===== src/rtl/res_fifo_pkg.sv =====
package res_fifo_pkg;
  localparam int unsigned DEF_DEPTH = 8;
  localparam int unsigned DEF_WIDTH = 12;
  // clear-mask bit positions
  localparam int unsigned CLR_OVF_IDX = 0;
  localparam int unsigned CLR_UNF_IDX = 1;
  localparam int unsigned CLR_W       = 2;
endpackage


===== src/rtl/res_fifo_ptrs.sv =====
module res_fifo_ptrs #(
  parameter int unsigned DEPTH = 8,
  localparam int unsigned PTR_W = $clog2(DEPTH),
  localparam int unsigned CNT_W = $clog2(DEPTH + 1)
) (
  input  logic             clk_i,
  input  logic             rst_ni,
  input  logic             push_i,
  input  logic             pop_i,
  output logic             push_acc_o,
  output logic             pop_acc_o,
  output logic [PTR_W-1:0] rptr_o,
  output logic [PTR_W-1:0] wptr_o,
  output logic             full_o,
  output logic             empty_o
);
  localparam logic [PTR_W-1:0] LAST = PTR_W'(DEPTH - 1);

  logic [CNT_W-1:0] cnt_q;
  logic [PTR_W-1:0] rptr_q, wptr_q;

  function automatic logic [PTR_W-1:0] inc(input logic [PTR_W-1:0] p);
    return (p == LAST) ? '0 : p + 1'b1;
  endfunction

  assign full_o     = (cnt_q == CNT_W'(DEPTH));
  assign empty_o    = (cnt_q == '0);
  assign push_acc_o = push_i & ~full_o;
  assign pop_acc_o  = pop_i & ~empty_o;
  assign rptr_o     = rptr_q;
  assign wptr_o     = wptr_q;

  always_ff @(posedge clk_i or negedge rst_ni) begin
    if (!rst_ni) begin
      cnt_q  <= '0;
      rptr_q <= '0;
      wptr_q <= '0;
    end else begin
      if (push_acc_o) wptr_q <= inc(wptr_q);
      if (pop_acc_o)  rptr_q <= inc(rptr_q);
      case ({push_acc_o, pop_acc_o})
        2'b10:   cnt_q <= cnt_q + 1'b1;
        2'b01:   cnt_q <= cnt_q - 1'b1;
        default: cnt_q <= cnt_q;
      endcase
    end
  end
endmodule


===== src/rtl/res_fifo_mem.sv =====
module res_fifo_mem #(
  parameter int unsigned DEPTH = 8,
  parameter int unsigned WIDTH = 12,
  localparam int unsigned PTR_W = $clog2(DEPTH)
) (
  input  logic             clk_i,
  input  logic             we_i,
  input  logic [PTR_W-1:0] waddr_i,
  input  logic [WIDTH-1:0] wdata_i,
  input  logic [PTR_W-1:0] raddr_i,
  output logic [WIDTH-1:0] rdata_o
);
  logic [WIDTH-1:0] ent [DEPTH];

  for (genvar g = 0; g < DEPTH; g++) begin : g_ent
    logic [WIDTH-1:0] q;
    always_ff @(posedge clk_i) begin
      if (we_i && (waddr_i == PTR_W'(g))) q <= wdata_i;
    end
    assign ent[g] = q;
  end

  assign rdata_o = ent[raddr_i];
endmodule


===== src/rtl/res_fifo_errs.sv =====
module res_fifo_errs #(
  parameter int unsigned CLR_W   = 2,
  parameter int unsigned OVF_IDX = 0,
  parameter int unsigned UNF_IDX = 1
) (
  input  logic             clk_i,
  input  logic             rst_ni,
  input  logic             push_i,
  input  logic             pop_i,
  input  logic             full_i,
  input  logic             empty_i,
  input  logic             clr_we_i,
  input  logic [CLR_W-1:0] clr_data_i,
  output logic             ovf_o,
  output logic             unf_o
);
  logic ovf_q, unf_q, ovf_evt, unf_evt, ovf_clr, unf_clr;

  assign ovf_evt = push_i & full_i;
  assign unf_evt = pop_i & empty_i;
  assign ovf_clr = clr_we_i & clr_data_i[OVF_IDX];
  assign unf_clr = clr_we_i & clr_data_i[UNF_IDX];

  // event has priority over a same-cycle clear
  always_ff @(posedge clk_i or negedge rst_ni) begin
    if (!rst_ni) begin
      ovf_q <= 1'b0;
      unf_q <= 1'b0;
    end else begin
      ovf_q <= ovf_evt | (ovf_q & ~ovf_clr);
      unf_q <= unf_evt | (unf_q & ~unf_clr);
    end
  end

  assign ovf_o = ovf_q;
  assign unf_o = unf_q;
endmodule


===== src/rtl/res_fifo_dbg.sv =====
module res_fifo_dbg
  import res_fifo_pkg::*;
#(
  parameter int unsigned DEPTH = DEF_DEPTH,
  parameter int unsigned WIDTH = DEF_WIDTH,
  localparam int unsigned PTR_W  = $clog2(DEPTH),
  localparam int unsigned STAT_W = 2 * PTR_W + 2
) (
  input  logic              clk_i,
  input  logic              rst_ni,
  input  logic              push_i,
  input  logic [WIDTH-1:0]  push_data_i,
  input  logic              pop_i,
  output logic [WIDTH-1:0]  pop_data_o,
  output logic [STAT_W-1:0] stat_o,
  input  logic              clr_we_i,
  input  logic [CLR_W-1:0]  clr_data_i,
  output logic              ovf_o,
  output logic              unf_o
);
  logic             push_acc, pop_acc, full, empty;
  logic [PTR_W-1:0] rptr, wptr;
  logic [WIDTH-1:0] rdata;

  res_fifo_ptrs #(.DEPTH(DEPTH)) u_ptrs (
    .clk_i      (clk_i),
    .rst_ni     (rst_ni),
    .push_i     (push_i),
    .pop_i      (pop_i),
    .push_acc_o (push_acc),
    .pop_acc_o  (pop_acc),
    .rptr_o     (rptr),
    .wptr_o     (wptr),
    .full_o     (full),
    .empty_o    (empty)
  );

  res_fifo_mem #(.DEPTH(DEPTH), .WIDTH(WIDTH)) u_mem (
    .clk_i   (clk_i),
    .we_i    (push_acc),
    .waddr_i (wptr),
    .wdata_i (push_data_i),
    .raddr_i (rptr),
    .rdata_o (rdata)
  );

  res_fifo_errs #(
    .CLR_W   (CLR_W),
    .OVF_IDX (CLR_OVF_IDX),
    .UNF_IDX (CLR_UNF_IDX)
  ) u_errs (
    .clk_i      (clk_i),
    .rst_ni     (rst_ni),
    .push_i     (push_i),
    .pop_i      (pop_i),
    .full_i     (full),
    .empty_i    (empty),
    .clr_we_i   (clr_we_i),
    .clr_data_i (clr_data_i),
    .ovf_o      (ovf_o),
    .unf_o      (unf_o)
  );

  // empty read returns zero; pop_acc only gates the head advance
  assign pop_data_o = empty ? '0 : rdata;
  assign stat_o     = {empty, full, wptr, rptr};
endmodule


===== config.mk =====
export PLATFORM = sky130hd
export DESIGN_NAME = res_fifo_dbg
export DESIGN_NICKNAME = d
export VERILOG_FILES = /design/src/rtl/res_fifo_pkg.sv /design/src/rtl/res_fifo_ptrs.sv /design/src/rtl/res_fifo_mem.sv /design/src/rtl/res_fifo_errs.sv /design/src/rtl/res_fifo_dbg.sv
export SDC_FILE = /design/constraint.sdc
export NUM_CORES = 1
export LEC_CHECK = 0
export ABC_CLOCK_PERIOD_IN_PS = 2300
export CORE_ASPECT_RATIO = 1.2
export CORE_MARGIN = 3
export CORE_UTILIZATION = 50
export CTS_CLUSTER_SIZE = 20
export DETAILED_ROUTE_END_ITERATION = 8
export DONT_BUFFER_PORTS = 1
export PLACE_DENSITY = 0.72
export SLEW_MARGIN = 10
export SYNTH_ARGS = -nofsm -noshare
export SYNTH_HDL_FRONTEND = slang
export SYNTH_SLANG_ARGS = --single-unit

===== constraint.sdc =====
create_clock -name clk_i -period 2.3 [get_ports clk_i]
set_clock_uncertainty 0.05 [all_clocks]
set_input_delay 0 -clock clk_i [delete_from_list [all_inputs] [get_ports clk_i]]
set_output_delay 0 -clock clk_i [all_outputs]
set_load 0.02 [all_outputs]

==> results.md <==
* Vias at 2,189
* CTS tree: yes
* Final hold vios at 6
* Average vias per placed instance at 5.686
* Ports at 41
* Dpl cell area at 0.004687 mm2
* Vias in the first global route at 2,303
* Std cell rows at 37
* Worst IR Drop VDD at 0.7329 mV
* Sink Count at 108
* Worst path cell trace: nor4_4 -> or2b_4 -> inv_1 -> ha_4 -> xor2_1 -> ha_1 -> a21oi_2 -> xor2_1 -> nor2_1 -> xor2_1
* Clock transition at path regs at 0.10 ns
* Wire per inst at 21.28 um
* Slew Limit Fails at 0
* Crit path max fanout at 6
* Max Freq at 0.4461 GHz
* Placed Instances at 351
* Cell area after synthesis at 0.004483 mm2
* Tightest hold margin at -0.008456 ns
* Worst slew margin at 59.40%
* Routed wire length at 8.194 mm
* Largest net degree at the start of global routing at 18
* Worst path most repeated cell: xor2_1
* Avg Cell Area, Syn at 19.75 um2
* Share of cells above drive strength 1 at 25.75%
* Failing checks: negative hold slack
* Clk Latency, worst-skew pair at 0.37 ns
* Core area at 0.008657 mm2
* Final setup viols at 0
* Slowest cell delay on critical path at 0.46 ns
* Initial Utilization at 51.78%
* Startpoint Class: flip-flop
* Syn nets at 257
* YS warnings at 0
* Port bufs at 0
* Status: finished with violations
* Post-route cell area at 0.005076 mm2
* Starting DRT DRC Count at 117
* Die height at 109.7 um
* DP HPWL at 5.106 mm
* GPL Wtd Cong at 0.7387
* Total Negative Setup Slacks at 0 ns
* Hold crit path type: input port to async pin
* Clock buffer depth at 2
* CTS H-tree lvls at 3
* Initial antenna violation count at 0
* CP Capture Type: flip-flop
* Post-synthesis cell count at 227
* Ant. Diodes at 0
* Die Wd at 92.44 um
* P per Cell Area at 1196 mW/mm2
* Max-cap violation count at 0
* Residual DRC at 0
* Synth unique cells at 37
* Grt ovf at 0
* GR Util All Layers at 17.70%
* Final cell utilization of the core at 58.64%
* FF+latch count, synth at 108
* Post-route antenna net violation count at 0
* Final period demand of the worst path at 2.242 ns
* Die area at 0.01014 mm2
* Layout Nets at 293
* Setup Crit Path Kind: flip-flop to flip-flop
* Final std cells w/o fill at 385
* First-pass GRT wire length at 12.65 mm
* CP Data Required Time at 2.50 ns
* Fin crit share at 97.46%
* CTS root buf: clkbuf_8
* CTS Buf Count at 9
* Slew @ Worst Pin at 0.6090 ns
* Pleak at 1.804 nW
* DRT Pass-1 Iters at 4
* P&R area growth vs syn at 13.23%
* CP max stage cell: dfrtp_2
* Sequential share of the synthesized area at 71.00%
* Critical Path AT at 2.44 ns
-- final cells by class --
type,instances,area [um2]
Inverter,5,18.77
Timing Repair Buffer,37,320.3
Fill cell,656,3581
Sequential cell,108,3189
Multi-Input combinational cell,102,1210
Clock buffer,9,123.9
Tap cell,117,146.4
Clock inverter,7,67.56
-- through the flow --
| stage | setup WS, ns | power [mW] | hold slack (ns) |
|---|---|---|---|
| final | 0.05835 | 6.070 | -0.008456 |
| after global routing | -0.02179 | 6.403 | 0.02789 |
| after CTS | 0.04709 | 6.112 | 0.0008082 |
| after detailed placement | 0.02412 | 4.928 | -0.3452 |
| after global placement | 0.07242 | 4.851 | -0.3452 |
| after floorplan | 0.04314 | 4.469 | -0.3456 |
-- routing by layer --
metal	global-route usage [%]	vias to the layer above	routed length, um
met2	30.12	62	4270
met4	8.386	0	173
met1	21.44	1144	3383
met5	0	-	0
met3	4.244	14	367
li1	-	969	-
-- Yosys cell counts --
master	n	area [um2]
edfxtp_1	96	2883
mux4_2	20	450.4
nor2_1	13	48.80
dfrtp_1	12	300.3
mux2i_1	12	120.1
ha_1	11	137.6
and3_1	6	37.54
buf_2	5	25.02
inv_1	5	18.77
mux4_1	4	105.1
nand2_1	4	15.01
xor2_1	4	35.03
o21ai_0	3	15.01
a21oi_1	2	10.01
a22o_1	2	17.52
and2_1	2	12.51
buf_4	2	15.01
buf_6	2	22.52
clkbuf_1	2	7.510
nor2b_1	2	12.51
or3_1	2	12.51
a21o_1	1	7.510
a31oi_1	1	6.260
and2b_1	1	7.510
buf_12	1	20.02
mux2_2	1	11.26
mux2_4	1	15.01
nand2b_1	1	6.260
nand3b_1	1	7.510
nor2b_2	1	8.760
nor3_1	1	5.000
nor4_4	1	21.27
nor4b_4	1	23.77
o21ai_1	1	5.000
o32ai_2	1	16.27
or2b_4	1	11.26
xnor2_1	1	8.760
-- cells in the final DEF, fill, tap and decap left out, drive strengths merged, types with 2 or more instances in the layout --
cell type,synthesis,layout
xor2,4,4
mux4,24,24
and3,6,6
clkinv,0,4
nand2,4,4
dfrtp,12,12
edfxtp,96,96
nor2b,3,3
o21ai,4,4
dlygate4sd3,0,17
inv,5,5
mux2,2,2
a21oi,2,2
a22o,2,2
buf,10,20
and2,2,2
or3,2,2
ha,11,11
clkinvlp,0,2
mux2i,12,12
nor2,13,13
clkbuf,2,9
-- sequential cells by signal, summed over array words and instances, names as in the netlist --
name / count
u_errs.ovf_o: 1
u_ptrs.rptr_o: 3
u_errs.unf_o: 1
u_ptrs.cnt_q: 4
u_mem.g_ent.q: 96
u_ptrs.wptr_o: 3
-- critical path, delay by kind of cell (launching register included) --
kind | cells | cell delay (ns)
XOR/XNOR | 3 | 0.46
AND/OR/NAND/NOR | 3 | 0.57
AO/OA/AOI/OAI | 1 | 0.12
adder cells (fa/ha/maj) | 2 | 0.38
buffers and inverters | 1 | 0.08
flip-flops | 1 | 0.46
-- kinds of logic after synthesis --
| family | after synthesis | synth area share, % |
|---|---|---|
| simple gates | 37 | 5.135 |
| flops | 108 | 71.00 |
| compound gates | 11 | 1.731 |
| buf+inv | 17 | 2.428 |
| xor+xnor | 5 | 0.9768 |
| fa+ha+maj | 11 | 3.070 |
| mux | 38 | 15.66 |
-- path summary, 6_finish.rpt --
kind	depth (start not counted)	from	slack, ns	end
worst min-delay path	1	rst_ni	-0.008	u_ptrs.cnt_q[0]
worst max-delay path	10	u_ptrs.cnt_q[1]	0.06	u_ptrs.cnt_q[2]
max in group asynchronous	1	rst_ni	1.80	u_ptrs.rptr_o[0]
worst max register to register	10	u_ptrs.cnt_q[1]	0.06	u_ptrs.cnt_q[2]
min in group clk_i	3	clr_data_i[1]	0.30	u_errs.unf_o
worst min register to register	1	u_ptrs.cnt_q[3]	0.52	u_ptrs.cnt_q[3]
-- power by group --
part	leakage [nW]	switching (mW)	internal [mW]
combinational	0.696	1.16	0.950
clock	0.0926	0.620	0.497
sequential	1.02	0.342	2.50
-- timing repair --
item                                    CTS  global route
hold buffers                             17             0
gates resized for setup                   0             6
endpoints found under the hold margin   116             0
endpoints found under the setup margin    1             6
buffers inserted                          1             0
Note: power is estimated with default switching activity, not from simulation.
